[src/rtl/sdrd_pkg.sv]
package sdrd_pkg;

  localparam logic [7:0] FILL_B   = 8'hFF;  // idle / dummy byte on the line
  localparam logic [7:0] TOKEN_B  = 8'hFE;  // start-of-data token
  localparam logic [7:0] REPLY_OK = 8'h00;  // accepted-command reply
  localparam logic [5:0] CMD_READ = 6'd17;  // single-block read index
  localparam logic [1:0] CMD_PFX  = 2'b01;  // start + transmission bits

  typedef enum logic [2:0] {
    ST_IDLE,
    ST_READY,
    ST_CMD,
    ST_POLL,
    ST_TOKEN,
    ST_DATA,
    ST_CRC
  } phase_t;

endpackage

[src/rtl/sdrd_rst_sync.sv]
module sdrd_rst_sync #(
  parameter int STAGES = 2
) (
  input  logic clk,
  input  logic rst_n,
  output logic rst_sync_n
);

  logic [STAGES-1:0] chain_q;

  always_ff @(posedge clk or negedge rst_n) begin
    if (!rst_n) chain_q <= '0;
    else        chain_q <= {chain_q[STAGES-2:0], 1'b1};
  end

  assign rst_sync_n = chain_q[STAGES-1];

endmodule

[src/rtl/sdrd_frame.sv]
module sdrd_frame
  import sdrd_pkg::*;
#(
  parameter int BN_BYTES = 4,
  localparam int FLEN  = BN_BYTES + 2,
  localparam int SEL_W = $clog2(FLEN),
  localparam int BN_W  = 8 * BN_BYTES
) (
  input  logic [SEL_W-1:0] sel_i,
  input  logic [BN_W-1:0]  bn_i,
  output logic [7:0]       byte_o
);

  logic [7:0] slot [FLEN];

  assign slot[0] = {CMD_PFX, CMD_READ};

  // Block number goes out most significant byte first.
  for (genvar g = 0; g < BN_BYTES; g++) begin : g_bn
    assign slot[1+g] = bn_i[BN_W-1-8*g -: 8];
  end

  assign slot[FLEN-1] = FILL_B;  // checksum slot, unused in SPI mode

  always_comb begin
    byte_o = FILL_B;
    for (int k = 0; k < FLEN; k++) begin
      if (sel_i == SEL_W'(k)) byte_o = slot[k];
    end
  end

endmodule

[src/rtl/sdrd_port.sv]
module sdrd_port (
  input  logic       clk,
  input  logic       rst_n,
  input  logic       issue_i,
  input  logic [7:0] issue_byte_i,
  input  logic       ack_i,
  input  logic [7:0] rx_i,
  output logic       req_o,
  output logic [7:0] tx_o,
  output logic       got_o,
  output logic [7:0] got_byte_o
);

  logic       req_q;
  logic [7:0] tx_q;
  logic       pend_q;
  logic       pend_d;

  // An acknowledge only counts while a request is outstanding.
  assign got_o      = ack_i & pend_q;
  assign got_byte_o = rx_i;

  always_comb begin
    pend_d = pend_q;
    if (got_o)   pend_d = 1'b0;
    if (issue_i) pend_d = 1'b1;
  end

  always_ff @(posedge clk or negedge rst_n) begin
    if (!rst_n) begin
      req_q  <= 1'b0;
      tx_q   <= 8'hFF;
      pend_q <= 1'b0;
    end else begin
      req_q  <= issue_i;
      pend_q <= pend_d;
      if (issue_i) tx_q <= issue_byte_i;
    end
  end

  assign req_o = req_q;
  assign tx_o  = tx_q;

endmodule

[src/rtl/sdrd_ctl.sv]
module sdrd_ctl
  import sdrd_pkg::*;
#(
  parameter int FLEN       = 6,
  parameter int POLL_LIMIT = 8000,
  parameter int BLK_BYTES  = 512,
  parameter int CRC_BYTES  = 2,
  localparam int SEL_W   = $clog2(FLEN),
  localparam int IDX_W   = $clog2(BLK_BYTES),
  localparam int CNT_MAX = (POLL_LIMIT > BLK_BYTES) ? POLL_LIMIT : BLK_BYTES,
  localparam int CNT_W   = $clog2(CNT_MAX + 1)
) (
  input  logic             clk,
  input  logic             rst_n,
  input  logic             start_i,
  input  logic             got_i,
  input  logic [7:0]       rx_i,
  output logic             accept_o,
  output logic             issue_o,
  output logic             frame_o,
  output logic [SEL_W-1:0] sel_o,
  output logic             valid_o,
  output logic [7:0]       byte_o,
  output logic [IDX_W-1:0] idx_o,
  output logic             done_o,
  output logic             err_o,
  output logic [7:0]       code_o,
  output logic             busy_o
);

  phase_t           st_q, st_d;
  logic [CNT_W-1:0] cnt_q, cnt_d;
  logic             val_q, val_d;
  logic             done_q, done_d;
  logic             err_q, err_d;
  logic [7:0]       code_q, code_d;
  logic [7:0]       byte_q;
  logic [IDX_W-1:0] idx_q;

  always_comb begin
    st_d     = st_q;
    cnt_d    = cnt_q;
    val_d    = 1'b0;
    done_d   = 1'b0;
    err_d    = 1'b0;
    code_d   = code_q;
    accept_o = 1'b0;
    issue_o  = 1'b0;
    frame_o  = 1'b0;
    sel_o    = '0;
    unique case (st_q)
      ST_IDLE: begin
        if (start_i) begin
          accept_o = 1'b1;
          issue_o  = 1'b1;
          st_d     = ST_READY;
        end
      end
      ST_READY: begin
        if (got_i) begin
          issue_o = 1'b1;
          if (rx_i == FILL_B) begin
            st_d    = ST_CMD;
            cnt_d   = '0;
            frame_o = 1'b1;
            sel_o   = '0;
          end
        end
      end
      ST_CMD: begin
        if (got_i) begin
          issue_o = 1'b1;
          if (cnt_q == CNT_W'(FLEN - 1)) begin
            st_d  = ST_POLL;
            cnt_d = '0;
          end else begin
            cnt_d   = cnt_q + CNT_W'(1);
            frame_o = 1'b1;
            sel_o   = cnt_q[SEL_W-1:0] + SEL_W'(1);
          end
        end
      end
      ST_POLL: begin
        if (got_i) begin
          if (rx_i != FILL_B) begin
            if (rx_i == REPLY_OK) begin
              issue_o = 1'b1;
              st_d    = ST_TOKEN;
            end else begin
              err_d  = 1'b1;
              code_d = rx_i;
              st_d   = ST_IDLE;
            end
          end else if (cnt_q == CNT_W'(POLL_LIMIT - 1)) begin
            err_d  = 1'b1;
            code_d = FILL_B;
            st_d   = ST_IDLE;
          end else begin
            issue_o = 1'b1;
            cnt_d   = cnt_q + CNT_W'(1);
          end
        end
      end
      ST_TOKEN: begin
        if (got_i) begin
          issue_o = 1'b1;
          if (rx_i == TOKEN_B) begin
            st_d  = ST_DATA;
            cnt_d = '0;
          end
        end
      end
      ST_DATA: begin
        if (got_i) begin
          issue_o = 1'b1;
          val_d   = 1'b1;
          if (cnt_q == CNT_W'(BLK_BYTES - 1)) begin
            st_d  = ST_CRC;
            cnt_d = '0;
          end else begin
            cnt_d = cnt_q + CNT_W'(1);
          end
        end
      end
      ST_CRC: begin
        if (got_i) begin
          if (cnt_q == CNT_W'(CRC_BYTES - 1)) begin
            done_d = 1'b1;
            st_d   = ST_IDLE;
          end else begin
            issue_o = 1'b1;
            cnt_d   = cnt_q + CNT_W'(1);
          end
        end
      end
      default: st_d = ST_IDLE;
    endcase
  end

  always_ff @(posedge clk or negedge rst_n) begin
    if (!rst_n) begin
      st_q   <= ST_IDLE;
      cnt_q  <= '0;
      val_q  <= 1'b0;
      done_q <= 1'b0;
      err_q  <= 1'b0;
      code_q <= 8'h00;
      byte_q <= 8'h00;
      idx_q  <= '0;
    end else begin
      st_q   <= st_d;
      cnt_q  <= cnt_d;
      val_q  <= val_d;
      done_q <= done_d;
      err_q  <= err_d;
      if (err_d) code_q <= code_d;
      if (val_d) begin
        byte_q <= rx_i;
        idx_q  <= cnt_q[IDX_W-1:0];
      end
    end
  end

  assign valid_o = val_q;
  assign byte_o  = byte_q;
  assign idx_o   = idx_q;
  assign done_o  = done_q;
  assign err_o   = err_q;
  assign code_o  = code_q;
  assign busy_o  = (st_q != ST_IDLE);

endmodule

[src/rtl/sdrd_seq.sv]
module sdrd_seq
  import sdrd_pkg::*;
#(
  parameter int BN_BYTES   = 4,
  parameter int POLL_LIMIT = 8000,
  parameter int BLK_BYTES  = 512,
  parameter int CRC_BYTES  = 2,
  localparam int BN_W  = 8 * BN_BYTES,
  localparam int IDX_W = $clog2(BLK_BYTES)
) (
  input  logic             clk,
  input  logic             rst_n,
  input  logic             start_i,
  input  logic [BN_W-1:0]  blk_num_i,
  output logic             xchg_req_o,
  output logic [7:0]       xchg_tx_o,
  input  logic             xchg_ack_i,
  input  logic [7:0]       xchg_rx_i,
  output logic             rd_valid_o,
  output logic [7:0]       rd_byte_o,
  output logic [IDX_W-1:0] rd_idx_o,
  output logic             busy_o,
  output logic             done_o,
  output logic             err_o,
  output logic [7:0]       err_code_o
);

  localparam int FLEN  = BN_BYTES + 2;
  localparam int SEL_W = $clog2(FLEN);

  logic             rst_i_n;
  logic             accept;
  logic             issue;
  logic             use_frame;
  logic [SEL_W-1:0] sel;
  logic [7:0]       frm_byte;
  logic [7:0]       issue_byte;
  logic             got;
  logic [7:0]       got_byte;
  logic [BN_W-1:0]  bn_q;

  sdrd_rst_sync #(.STAGES(2)) i_rst (
    .clk        (clk),
    .rst_n      (rst_n),
    .rst_sync_n (rst_i_n)
  );

  // Block number is frozen at acceptance; later input changes are ignored.
  always_ff @(posedge clk or negedge rst_i_n) begin
    if (!rst_i_n)    bn_q <= '0;
    else if (accept) bn_q <= blk_num_i;
  end

  sdrd_frame #(.BN_BYTES(BN_BYTES)) i_frame (
    .sel_i  (sel),
    .bn_i   (bn_q),
    .byte_o (frm_byte)
  );

  assign issue_byte = use_frame ? frm_byte : FILL_B;

  sdrd_port i_port (
    .clk          (clk),
    .rst_n        (rst_i_n),
    .issue_i      (issue),
    .issue_byte_i (issue_byte),
    .ack_i        (xchg_ack_i),
    .rx_i         (xchg_rx_i),
    .req_o        (xchg_req_o),
    .tx_o         (xchg_tx_o),
    .got_o        (got),
    .got_byte_o   (got_byte)
  );

  sdrd_ctl #(
    .FLEN       (FLEN),
    .POLL_LIMIT (POLL_LIMIT),
    .BLK_BYTES  (BLK_BYTES),
    .CRC_BYTES  (CRC_BYTES)
  ) i_ctl (
    .clk      (clk),
    .rst_n    (rst_i_n),
    .start_i  (start_i),
    .got_i    (got),
    .rx_i     (got_byte),
    .accept_o (accept),
    .issue_o  (issue),
    .frame_o  (use_frame),
    .sel_o    (sel),
    .valid_o  (rd_valid_o),
    .byte_o   (rd_byte_o),
    .idx_o    (rd_idx_o),
    .done_o   (done_o),
    .err_o    (err_o),
    .code_o   (err_code_o),
    .busy_o   (busy_o)
  );

endmodule

[config.mk]
export PLATFORM = sky130hd
export DESIGN_NAME = sdrd_seq
export DESIGN_NICKNAME = d
export VERILOG_FILES = /design/src/rtl/sdrd_pkg.sv /design/src/rtl/sdrd_rst_sync.sv /design/src/rtl/sdrd_frame.sv /design/src/rtl/sdrd_port.sv /design/src/rtl/sdrd_ctl.sv /design/src/rtl/sdrd_seq.sv
export SDC_FILE = /design/constraint.sdc
export NUM_CORES = 1
export LEC_CHECK = 0
export BUFFER_PORTS_ARGS = -buffer_cell sky130_fd_sc_hd__buf_2
export CAP_MARGIN = 10
export CELL_PAD_IN_SITES_DETAIL_PLACEMENT = 0
export CELL_PAD_IN_SITES_GLOBAL_PLACEMENT = 1
export CORE_MARGIN = 2
export CORE_UTILIZATION = 39
export CTS_CLUSTER_DIAMETER = 150
export DETAILED_ROUTE_END_ITERATION = 8
export GPL_TIMING_DRIVEN = 1
export PLACE_DENSITY_LB_ADDON = 0.1
export SYNTH_ARGS = -nofsm -noshare
export SYNTH_HDL_FRONTEND = slang
export SYNTH_SLANG_ARGS = --single-unit
[constraint.sdc]
create_clock -name clk -period 2.5 [get_ports clk]
set_input_delay 0.25 -clock clk [delete_from_list [all_inputs] [get_ports clk]]
set_output_delay 0.25 -clock clk [all_outputs]
set_load 0.05 [all_outputs]
Word level (Yosys, flattened, before mapping)
Cells that the tools add are included.
{ "op_classes": {"bitwise_logic": 1, "n_eq_ne": 35, "muxes": 69, "reduce_logical": 11, "add_sub_neg": 2} }
{ "op_table": {"columns": ["operator", "count"], "rows": [
  ["$mux W13", 13],
  ["$mux W8", 10],
  ["$pmux W13 S6", 1],
  ["$mux W3", 18],
  ["$mux W1", 24],
  ["$ne A2 B2 Y1 const B", 11],
  ["$pmux W3 S7", 1],
  ["$eq A8 B8 Y1 const B", 2],
  ["$eq A3 B3 Y1 const B", 5],
  ["$add A13 B1 Y13 const B", 1],
  ["$eq A13 B1 Y1 const B", 1],
  ["$eq A13 B13 Y1 const B", 1],
  ["$eq A13 B3 Y1 const B", 1],
  ["$eq A13 B9 Y1 const B", 1],
  ["$reduce_and A13 Y1", 1],
  ["$eq A3 B2 Y1 const B", 4],
  ["$reduce_and A12 Y1", 1],
  ["$ne A2 B1 Y1 const B", 5],
  ["$logic_not A8 Y1", 1],
  ["$ne A8 B8 Y1 const B", 1],
  ["$eq A3 B1 Y1 const B", 2],
  ["$logic_not A3 Y1", 2],
  ["$reduce_bool A6 Y1", 1],
  ["$reduce_and A5 Y1", 1],
  ["other kinds (8)", 9]
]} }
{ "totals": {"output_inout_bits": 38, "regBits": 88, "input_bits": 44, "elab_cells": 131} }

Logic depth before layout (Yosys ltp)
Gate-level depths: netlist (run 1).
{ "depth": {"ltp_word": 12, "depth_mapped": 8} }

Modules after synthesis
A second synthesis (run 1) with hierarchy kept.
{ "unflattened": {"cells_unflattened": 402, "area_unflattened_um2": 4598.2} }
{ "by_module_without_submodules": {"columns": ["module", "cells_each", "area_per_inst_um2", "instances"], "rows": [
  ["sdrd_ctl", 249, 2349.8, 1],
  ["sdrd_seq", 76, 1395.1, 1],
  ["sdrd_port", 30, 470.5, 1],
  ["sdrd_frame", 44, 329.1, 1],
  ["sdrd_rst_sync", 3, 53.8, 1]
]} }

Least setup slack after synthesis (run 1)
Ideal clock, no wire load.
{ "synth_path": {"kind": "register to register", "startpoint": "register i_ctl.cnt_q[0]", "endpoint": "register i_ctl.code_q[0], in the netlist i_ctl.code_o[0]", "path_buffers": 1, "stages_incl_launch_ff": 8, "arrival_ns": 2.241, "slack_ns": 0.134, "t_required_ns": 2.375, "path_cell_list": "dfrtp_1 ha_1 nand3_1 nor4_2 o21ai_1 or4_1 buf_6 mux2_4"} }
{ "synth_via": {"elab_chain_len": 6, "elab_cells_between_ends": 7} }
{ "synth_lines": {"columns": ["item", "line", "rtl"], "rows": [
  ["from (decl)", "sdrd_ctl.sv:32", "logic [CNT_W-1:0] cnt_q, cnt_d;"],
  ["from (signal assigned)", "sdrd_ctl.sv:152", "cnt_q <= cnt_d;"],
  ["$eq A13 B13 Y1 (*)", "sdrd_ctl.sv:94", "end else if (cnt_q == CNT_W'(POLL_LIMIT - 1)) begin"],
  ["$mux W1", "sdrd_ctl.sv:94", null],
  ["$mux W1", "sdrd_ctl.sv:85", "if (rx_i != FILL_B) begin"],
  ["$mux W1", "sdrd_ctl.sv:84", "if (got_i) begin"],
  ["$mux W1", "sdrd_ctl.sv:51", "unique case (st_q)"],
  ["$reduce_and A5 Y1 (no line) (*)", null, null],
  ["to (signal assigned)", "sdrd_ctl.sv:156", "if (err_d) code_q <= code_d;"],
  ["to (decl)", "sdrd_ctl.sv:36", "logic [7:0] code_q, code_d;"]
]} }
Mark *: on every way between the ends. The rest lies on a longest branch, timed or not.
A chain may end at the register's enable or synchronous reset.

Final worst setup path (run 1)
{ "layout_path": {"startpoint": "register i_ctl.cnt_q[1]", "endpoint": "register i_ctl.cnt_q[11]"} }
{ "layout_via": {"elab_chain_len": 5, "elab_cells_between_ends": 18} }
{ "layout_lines": {"columns": ["item", "line"], "rows": [
  ["$add A13 B1 Y13", null],
  ["$mux W13", "sdrd_ctl.sv:94"],
  ["$mux W13", "sdrd_ctl.sv:85"],
  ["$mux W13", "sdrd_ctl.sv:84"],
  ["$pmux W13 S6", "sdrd_ctl.sv:51"]
]} }
Parallel ways exist; a longest one is shown, timed or not. The select of a mux whose other input is x is not followed.

==> run metrics, run 1 <==
Sw Pwr roughly 0.0023 W; Die X 109 µm; syn avg cell area ~11 µm²; Clock Path Buffers 2; final WL 9890 µm; nets ~530; drt drc 0; post-synthesis register bit count 88; cell taking the most area after synthesis dfrtp_1; clk_lat worst skew 0.35 ns; DR WL/cell 15.7 µm; share of total power in the clock network 16.1%; CTS buffer count 9; total number of vias 3286; EDFF count, synth 0; first-pass GRT wire length 16100 µm; share of cells above drive strength 1 between 40% and 50%; CTS clk-pin slew, worst paths approximately 0.09 ns; Post-Synthesis Cells 391; antenna diode count 0; largest net degree at the start of global routing around 60; Layout Utilization roughly 48%; Die Ht 109 µm; share of the synthesized area in the top cell type a little under half; Final HPWL DP around 7000 µm; minimum clock period 2.35 ns; critical path peak fanout 13; Final ANT Viol Nets 0; Rows 38; Fmax between 0.4 and 0.5 GHz; Fin. Hold Viols 0; Max rail drop VDD 0.409 mV; Sum Neg Setup Slack 0 ns; switch share 41.4%; Slew Limit Fails 0; core area 10800 µm²; synth top area cells dfrtp_1, mux2_2, nand2_1; Seq/Total Area, Yosys about half; gr ovfl total 0; unrepaired setup endpoints after global routing false; Tot GR Track Use between 15 and 20%; fraction of registers with async set/reset 100%; Final setup viols 0; top-count cell post-synth dfrtp_1; Critical Path AT 2.59 ns; vias in the first global route 3123; I/O pin count 82; synth warn 0; crit share post-route a little over nine tenths; most common flop cell mapped by yosys dfrtp_1; CP startpoint kind flip-flop; status finished clean; post-CTS setup buffer count 0; Crit path required time 2.74 ns; Cell variety after synth 65; DR pass1 iterations 4; Area Growth Syn to Fin 19.8%; Leakage 2.51 nW; type of destination of the critical path flip-flop; Least-Margin Pin Slew roughly 0.9 ns; CTS tree yes; Starting Density 39.9%; Max-cap violations 0; initial antenna violation count 0; power per cell area 1090 nW/µm²; GP Congestion just over 0.8; WS Path Type reg2reg; Vias/cell 5.21; syn_nets 437; Logic pwr share around 45%; mapped cell area 4320 µm²; clock sink count 88; Seq pwr share about 39%; Worst slew margin 38.1%; DRT iter0 DRCs 120; buffers added on ports 81; die area 11900 µm²; Clock Skews 0.00708 ns; Int Power 0.00330 W; Hold WC Path Type in2reg; CTS root buf clkbuf_8; most common library cells after synthesis dfrtp_1, nand2_1, mux2_2; H-tree depth 3
## per-stage QoR
stage	hold slack [ns]	worst slack, ns	total power, W	instances	area, µm²
finish	0.0819	0.152	0.00563	631	5180
global route	0.0625	0.00497	0.00606	631	5180
CTS	0.0578	0.134	0.00571	631	5170
detailed placement	0.0352	0.152	0.00477	614	4990
global placement	0.0347	0.181	0.00475	614	4990
floorplan	-0.0456	0.134	0.00410	391	4320
## final cells by class
class | instances | area [µm²]
fillers | 1076 | 5660
flip-flops and latches | 88 | 2220
multi-input cells | 271 | 1970
repair buffers | 105 | 601
well taps | 140 | 175
clock buffers | 13 | 159
inverters | 11 | 41.3
clock inverters | 3 | 17.5
## timing repair
item | CTS | global route
endpoints found under the hold margin | 2 | 0
gates resized for setup | 0 | 1
hold buffers | 1 | 0
endpoints found under the setup margin | 0 | 4
## cell families after synthesis
family                   count (synthesis)  synth area share, %
other                                    1               0.0868
buffers and inverters                   32                 3.39
flip-flops                              88                 51.2
multiplexers                            50                 13.7
AO/OA/AOI/OAI                           65                 12.4
adder cells (fa/ha/maj)                  2                0.579
XOR/XNOR                                 4                0.811
AND/OR/NAND/NOR                        149                 17.8
## power by group through the flow
stage	sequential (W)	clock, W	combinational [W]
floorplan	0.00264	0	0.00146
global placement	0.00223	0	0.00252
detailed placement	0.00224	0	0.00254
CTS	0.00221	0.000954	0.00255
global route	0.00228	0.00101	0.00277
finish	0.00220	0.000906	0.00252
## per-layer routing
metal / up-vias / global-route usage, % / share of wire, %
met5: - / 0 / 0
met4: 0 / 5.24 / 1.2
met3: 9 / 3.65 / 4.2
met2: 63 / 26.2 / 46
met1: 1607 / 25.5 / 48
li1: 1607 / - / -
## state kept, by name (all words and copies together) (netlist names), 2 cells and up
signal / cells
i_ctl.byte_o: 8
i_port.tx_o: 8
i_ctl.idx_o: 9
i_ctl.st_q: 3
i_ctl.cnt_q: 13
i_ctl.code_o: 8
bn_q: 32
i_rst.chain_q: 2
## worst max-delay path, stage by stage (launching register included)
cell and delay [ns]:
dfrtp_1 0.42, inv_1 0.07, ha_1 0.13, or4b_4 0.49
or4_4 0.53, nand3_2 0.11, nor3_2 0.14, a221o_2 0.36
## final timing paths
kind / start / endpoint / slack (ns) / cells past startpoint
min reg2reg: i_rst.chain_q[1] / i_ctl.byte_o[1] / 0.25 / 0
max: i_ctl.cnt_q[1] / i_ctl.cnt_q[11] / 0.15 / 7
max in group asynchronous: i_rst.chain_q[1] / i_port.tx_o[4] / 1.55 / 1
min in group asynchronous: rst_n / i_rst.chain_q[1] / 0.20 / 2
max reg2reg: i_ctl.cnt_q[1] / i_ctl.cnt_q[11] / 0.15 / 7
min: blk_num_i[7] / bn_q[7] / 0.08 / 3
## cells in the final DEF, fill, tap and decap left out, drive strengths merged, types with 9 or more instances in the layout
cell    instances
clkbuf         13
o21ai          12
nor2           30
a221o          10
dfrtp          80
mux2           50
nand2          61
buf           104
a22oi           9
and3           10
inv            11
(Power assumes the default switching activity.)
==> run 2, diff against run 1 <==
- BUFFER_PORTS_ARGS: -buffer_cell sky130_fd_sc_hd__buf_2 -> -buffer_cell sky130_fd_sc_hd__buf_4
==> run 2 against run 1 <==
Cell count is 0.48% lower. Critical path type unchanged. Worst hold slack worse by 0.0091 ns. Core utilization increased by 2.2 points. Routed wire length grew 0.80%. First-iteration DRC count increased by 13%. Flip-flop and latch count unchanged. Die area did not move.
==> run metrics, run 2 (synthesis results as in run 1) <==
DR pass1 iterations 4 (unchanged); CTS clk-pin slew, worst paths 0.08 ns (about the same); overall power 0.00581 W (+3.2%); largest net degree at the start of global routing 63 (+3.3%); antenna diode count 0 (unchanged); Slew Limit Fails 0 (unchanged); crit path cell chain inv_1 > ha_1 > or4b_4 > or4_4 > nand3_2 > nor3_4 > a221o_2; CTS buffer count 9 (unchanged); gr ovfl total 0 (unchanged); power per cell area 1070 nW/µm² (-1.3%); drt drc 0 (unchanged); WS Path Type reg2reg; most frequent cells in the layout buf_4, dfrtp_1, nand2_1; DR WL/cell 15.9 µm (+1.3%); Largest Register bn_q; Crit path required time 2.74 ns (about the same); Final HPWL DP 7040 µm (+1.0%); status finished clean; CTS tree yes; Critical-path top delay cell or4_4; Least-Margin Pin Slew 0.770 ns (-0.154 ns); clock sink count 88 (unchanged); H-tree depth 3 (unchanged); Fin. Hold Viols 0 (unchanged); initial antenna violation count 0 (unchanged); Hold Slack 0.0728 ns (-0.00914 ns); I/O pin count 82 (unchanged); Final ANT Viol Nets 0 (unchanged); Tot GR Track Use 17.7% (+0.21 points); minimum clock period 2.37 ns (+0.0217 ns); Final setup viols 0 (unchanged); Max rail drop VDD 0.643 mV (+57%); vias in the first global route 3255 (+4.2%); clk_lat worst skew 0.36 ns (about the same); CP Buf/Inv Count 1 (unchanged); final WL 9970 µm (+0.80%); nets 529 (-0.56%); Leakage 2.58 nW (+2.6%); critical path's largest stage delay 0.54 ns (about the same); Sum Neg Setup Slack 0 ns (unchanged); buffers added on ports 81 (unchanged); share of cells above drive strength 1 40.4% (+0.043 points); Worst slew margin 48.5% (+10 points); die area 11900 µm² (unchanged); Vias/cell 5.20 (about the same); Largest register FFs 32 (unchanged); R2R Setup Slk 0.13 ns (-0.02 ns); CTS root buf clkbuf_8; post-CTS setup buffer count 0 (unchanged); Area Growth Syn to Fin 25.2%; Die X 109 µm (unchanged); Max-cap violations 0 (unchanged); total number of vias 3268 (-0.55%); first-pass GRT wire length 16200 µm (+0.43%); unrepaired setup endpoints after global routing false; pre-CTS setup slack 0.108 ns (-0.0433 ns); Clock Path Buffers 2 (unchanged); Starting Density 39.9% (unchanged); DRT iter0 DRCs 135 (+13%); core area 10800 µm² (unchanged); Clock Skews 0.0144 ns (+0.00737 ns); CP startpoint kind flip-flop; critical path peak fanout 13 (unchanged); Fmax 0.422 GHz (-0.92%); most common cell after layout, fill and taps aside buf_4; type of destination of the critical path flip-flop; Rows 38 (unchanged); Critical Path AT 2.61 ns (+0.02 ns); crit share post-route 94.8% (+0.87 points); Hold WC Path Type in2reg; Die Ht 109 µm (unchanged); GP Congestion 0.802 (-3.5%); delay-heaviest family, CP simple AND/OR/NAND/NOR gates; final setup margin 0.130 ns (-0.0217 ns)
run 2: cell types whose count changed in the layout (fill, tap and decap cells not counted), moves of 2 or more:
cell    delta
nor4_4     +2
nor4_2     -2
buf_4     +78
buf_2     -81
run 2: through the flow:
| step | cells | cell area, µm² | util (%) |
|---|---|---|---|
| final | 628 | 5410 | 49.9 |
| after global routing | 628 | 5410 | 49.9 |
| after CTS | 628 | 5360 | 49.5 |
| after detailed placement | 611 | 5170 | 47.7 |
| after global placement | 611 | 5170 | 47.7 |
| after floorplan | 391 | 4320 | - |
run 2: final cells by class:
class / instances / area [µm²]
clock buffer: 14 / 173
clock inverter: 2 / 12.5
fill: 1025 / 5430
inverter: 11 / 41.3
multi-input combinational: 271 / 2010
sequential: 88 / 2220
tap: 140 / 175
timing repair buffer: 102 / 781
run 2: repair_timing:
| action | CTS | global route |
|---|---|---|
| setup endpoints to repair | 0 | 18 |
| hold buffers | 1 | 0 |
| hold endpoints to repair | 2 | 0 |
| gates resized for setup | 0 | 8 |
run 2: worst paths after layout:
check                           cells after the start          endpoint             start
worst max-delay path                                7   i_ctl.cnt_q[11]    i_ctl.cnt_q[1]
worst max register to register                      7   i_ctl.cnt_q[11]    i_ctl.cnt_q[1]
worst min-delay path                                3           bn_q[3]      blk_num_i[3]
max in group asynchronous                           1    i_port.tx_o[1]  i_rst.chain_q[1]
min in group asynchronous                           2  i_rst.chain_q[1]             rst_n
worst min register to register                      0      i_ctl.done_o  i_rst.chain_q[1]
run 2: power by group:
| group | total [W] | switching, W | internal (W) |
|---|---|---|---|
| combinational | 0.00264 | 0.00157 | 0.00107 |
| clock | 0.000943 | 0.000500 | 0.000443 |
| sequential | 0.00222 | 0.000307 | 0.00192 |
| total | 0.00581 | 0.00237 | 0.00343 |
run 2: worst reg2reg max path, stage by stage (launching register included):
cell,delay [ns]
dfrtp_1,0.43
inv_1,0.07
ha_1,0.14
or4b_4,0.50
or4_4,0.54
nand3_2,0.13
nor3_4,0.10
a221o_2,0.35
run 2: layer usage:
layer | track usage [%] | wire length [µm]
met5 | 0 | 0
met4 | 5.33 | 67
met3 | 4.12 | 443
met2 | 27.8 | 4700
met1 | 24.5 | 4760
==> run 3, diff against run 2 <==
- CAP_MARGIN: 10 -> default
- CORE_UTILIZATION: 39 -> 40
- REMOVE_ABC_BUFFERS: default -> 1
- clock period: 2.5 -> 2.2 ns (I/O delays scaled with it)
==> run 3 against run 2 <==
The run now ends with negative setup slack left. Fmax is 0.12% lower. Via count up 5.7%. Critical path depth decreased by 1. Routed wire length up 8.0%. Largest power group unchanged. Clock skew is 0.0041 ns lower. Sequential power rose by 13%. Cell area grew 7.7%. Non-clock buffer count grew 30. Largest cell class unchanged. Core utilization rose by 6.0 points. Die area decreased by 2.4%. Count of clock-buffer cells in the layout fell by 3. Highest routed layer unchanged. Critical endpoint is now i_ctl.code_o[2].
==> run metrics, run 3 (synthesis results as in run 1) <==
status finished, violations left; violated checks negative setup slack; critical path peak fanout 5 (-8); Largest Register bn_q; GP Congestion 0.819 (+2.0%); CTS root buf clkbuf_8; initial antenna violation count 0 (unchanged); Max rail drop VDD 0.632 mV (-1.8%); Largest register FFs 32 (unchanged); clk_lat worst skew 0.37 ns (about the same); first-pass GRT wire length 16900 µm (+4.2%); overall power 0.00728 W (+25%); vias in the first global route 3406 (+4.6%); Sum Neg Setup Slack -2.65 ns (-2.65 ns); crit share post-route 108% (+13 points); DRT iter0 DRCs 90 (-33%); Starting Density 41.5% (+1.6 points); Least-Margin Pin Slew 0.507 ns (-0.263 ns); unrepaired setup endpoints after global routing true; Clock Path Buffers 2 (unchanged); total number of vias 3454 (+5.7%); Fin. Hold Viols 0 (unchanged); Critical Path AT 2.62 ns (about the same); DR pass1 iterations 4 (unchanged); Area Growth Syn to Fin 34.9%; most frequent cells in the layout buf_4, dfrtp_1, nand2_1; I/O pin count 82 (unchanged); Post-Layout Cell Count 656 (+4.5%); buffers added on ports 81 (unchanged); gr ovfl total 0 (unchanged); Final ANT Viol Nets 0 (unchanged); power per cell area 1250 nW/µm² (+16%); DR WL/cell 16.4 µm (+3.4%); Leakage 2.79 nW (+8.3%); Crit path required time 2.45 ns (-0.29 ns); Clock Skews 0.0104 ns (-0.00409 ns); core area 10400 µm² (-3.9%); Fill cells 925 (-9.8%); Worst slew margin 66.0% (+18 points); Final setup viols 23 (+23); drt drc 0 (unchanged); nets 561 (+6.0%); final WL 10800 µm (+8.0%); final setup margin -0.173 ns (-0.303 ns); Rows 37 (-2.6%); CTS clk-pin slew, worst paths 0.09 ns (about the same); Die X 108 µm (-1.2%); CTS buffer count 9 (unchanged); share of cells above drive strength 1 47.5% (+7.1 points); CTS tree yes; H-tree depth 3 (unchanged); pre-CTS setup slack -0.151 ns (-0.259 ns); largest net degree at the start of global routing 36 (-43%); antenna diode count 0 (unchanged); Max-cap violations 0 (unchanged); Slew Limit Fails 0 (unchanged); Vias/cell 5.27 (+1.2%); placed cells 628 (+2.8%); most common cell after layout, fill and taps aside buf_4; CP startpoint kind flip-flop; clock sink count 88 (unchanged); WS Path Type reg2reg; type of destination of the critical path flip-flop; Fmax 0.421 GHz (-0.12%); minimum clock period 2.37 ns (+0.00294 ns); Die Ht 108 µm (-1.2%); Hold WC Path Type in2reg; die area 11700 µm² (-2.4%); Final HPWL DP 7310 µm (+3.9%); Tot GR Track Use 18.7% (+1.0 points); Layout Utilization 56.0% (+6.0 points)
-- run 3: per-stage QoR --
stage          hold slack, ns  instance area [µm²]
6_report               0.0380                 5830
3_3_place_gp          0.00271                 5330
5_1_grt                0.0432                 5830
3_5_place_dp          0.00478                 5330
2_1_floorplan         -0.0756                 4220
4_1_cts                0.0235                 5640
-- run 3: area by class of cell --
type	count	area, µm²	share of cell area, %
sequential	88	2220	38.0
multi-input combinational	273	2140	36.6
timing repair buffer	132	1030	17.7
tap	136	170	2.92
clock buffer	11	131	2.25
clock inverter	5	104	1.78
inverter	11	41.3	0.708
-- run 3: worst paths after layout --
check / startpoint / end / slack (ns) / cells past startpoint
max: i_ctl.cnt_q[6] / i_ctl.code_o[2] / -0.17 / 6
min: blk_num_i[25] / bn_q[25] / 0.04 / 3
max reg2reg: i_ctl.cnt_q[6] / i_ctl.code_o[2] / -0.17 / 6
min reg2reg: i_rst.chain_q[1] / bn_q[30] / 0.23 / 0
max in group asynchronous: i_rst.chain_q[1] / i_ctl.code_o[2] / 1.27 / 1
min in group asynchronous: rst_n / i_rst.chain_q[1] / 0.17 / 2
-- run 3: critical path, cell delays in order, from the launching register on --
cell and delay, ns:
dfrtp_1 0.42, or3b_4 0.41, nor4_4 0.37, o21ai_2 0.10
or4_4 0.50, buf_6 0.16, mux2_4 0.29
-- run 3: repair_timing --
item                                   4_1_cts  5_1_grt
gates resized for setup                      8       26
buffers inserted                             2        7
pin swaps                                    6        9
hold buffers                                 1        0
cloned                                       0        3
setup endpoints to repair                   24       33
endpoints found under the hold margin        2        0
-- run 3: where the power goes --
group / total (W) / internal (W) / switching (W)
sequential: 0.00250 / 0.00218 / 0.000328
clock: 0.00134 / 0.000758 / 0.000586
combinational: 0.00343 / 0.00146 / 0.00198
total: 0.00728 / 0.00439 / 0.00289
-- run 3: per-layer routing --
| metal | global-route usage, % | routed length, µm | share of wire, % | vias up |
|---|---|---|---|---|
| li1 | - | - | - | 1665 |
| met1 | 24.5 | 4860 | 45 | 1690 |
| met2 | 31.1 | 5290 | 49 | 82 |
| met3 | 2.77 | 383 | 3.6 | 17 |
| met4 | 7.97 | 230 | 2.1 | 0 |
| met5 | 0 | 0 | 0 | - |
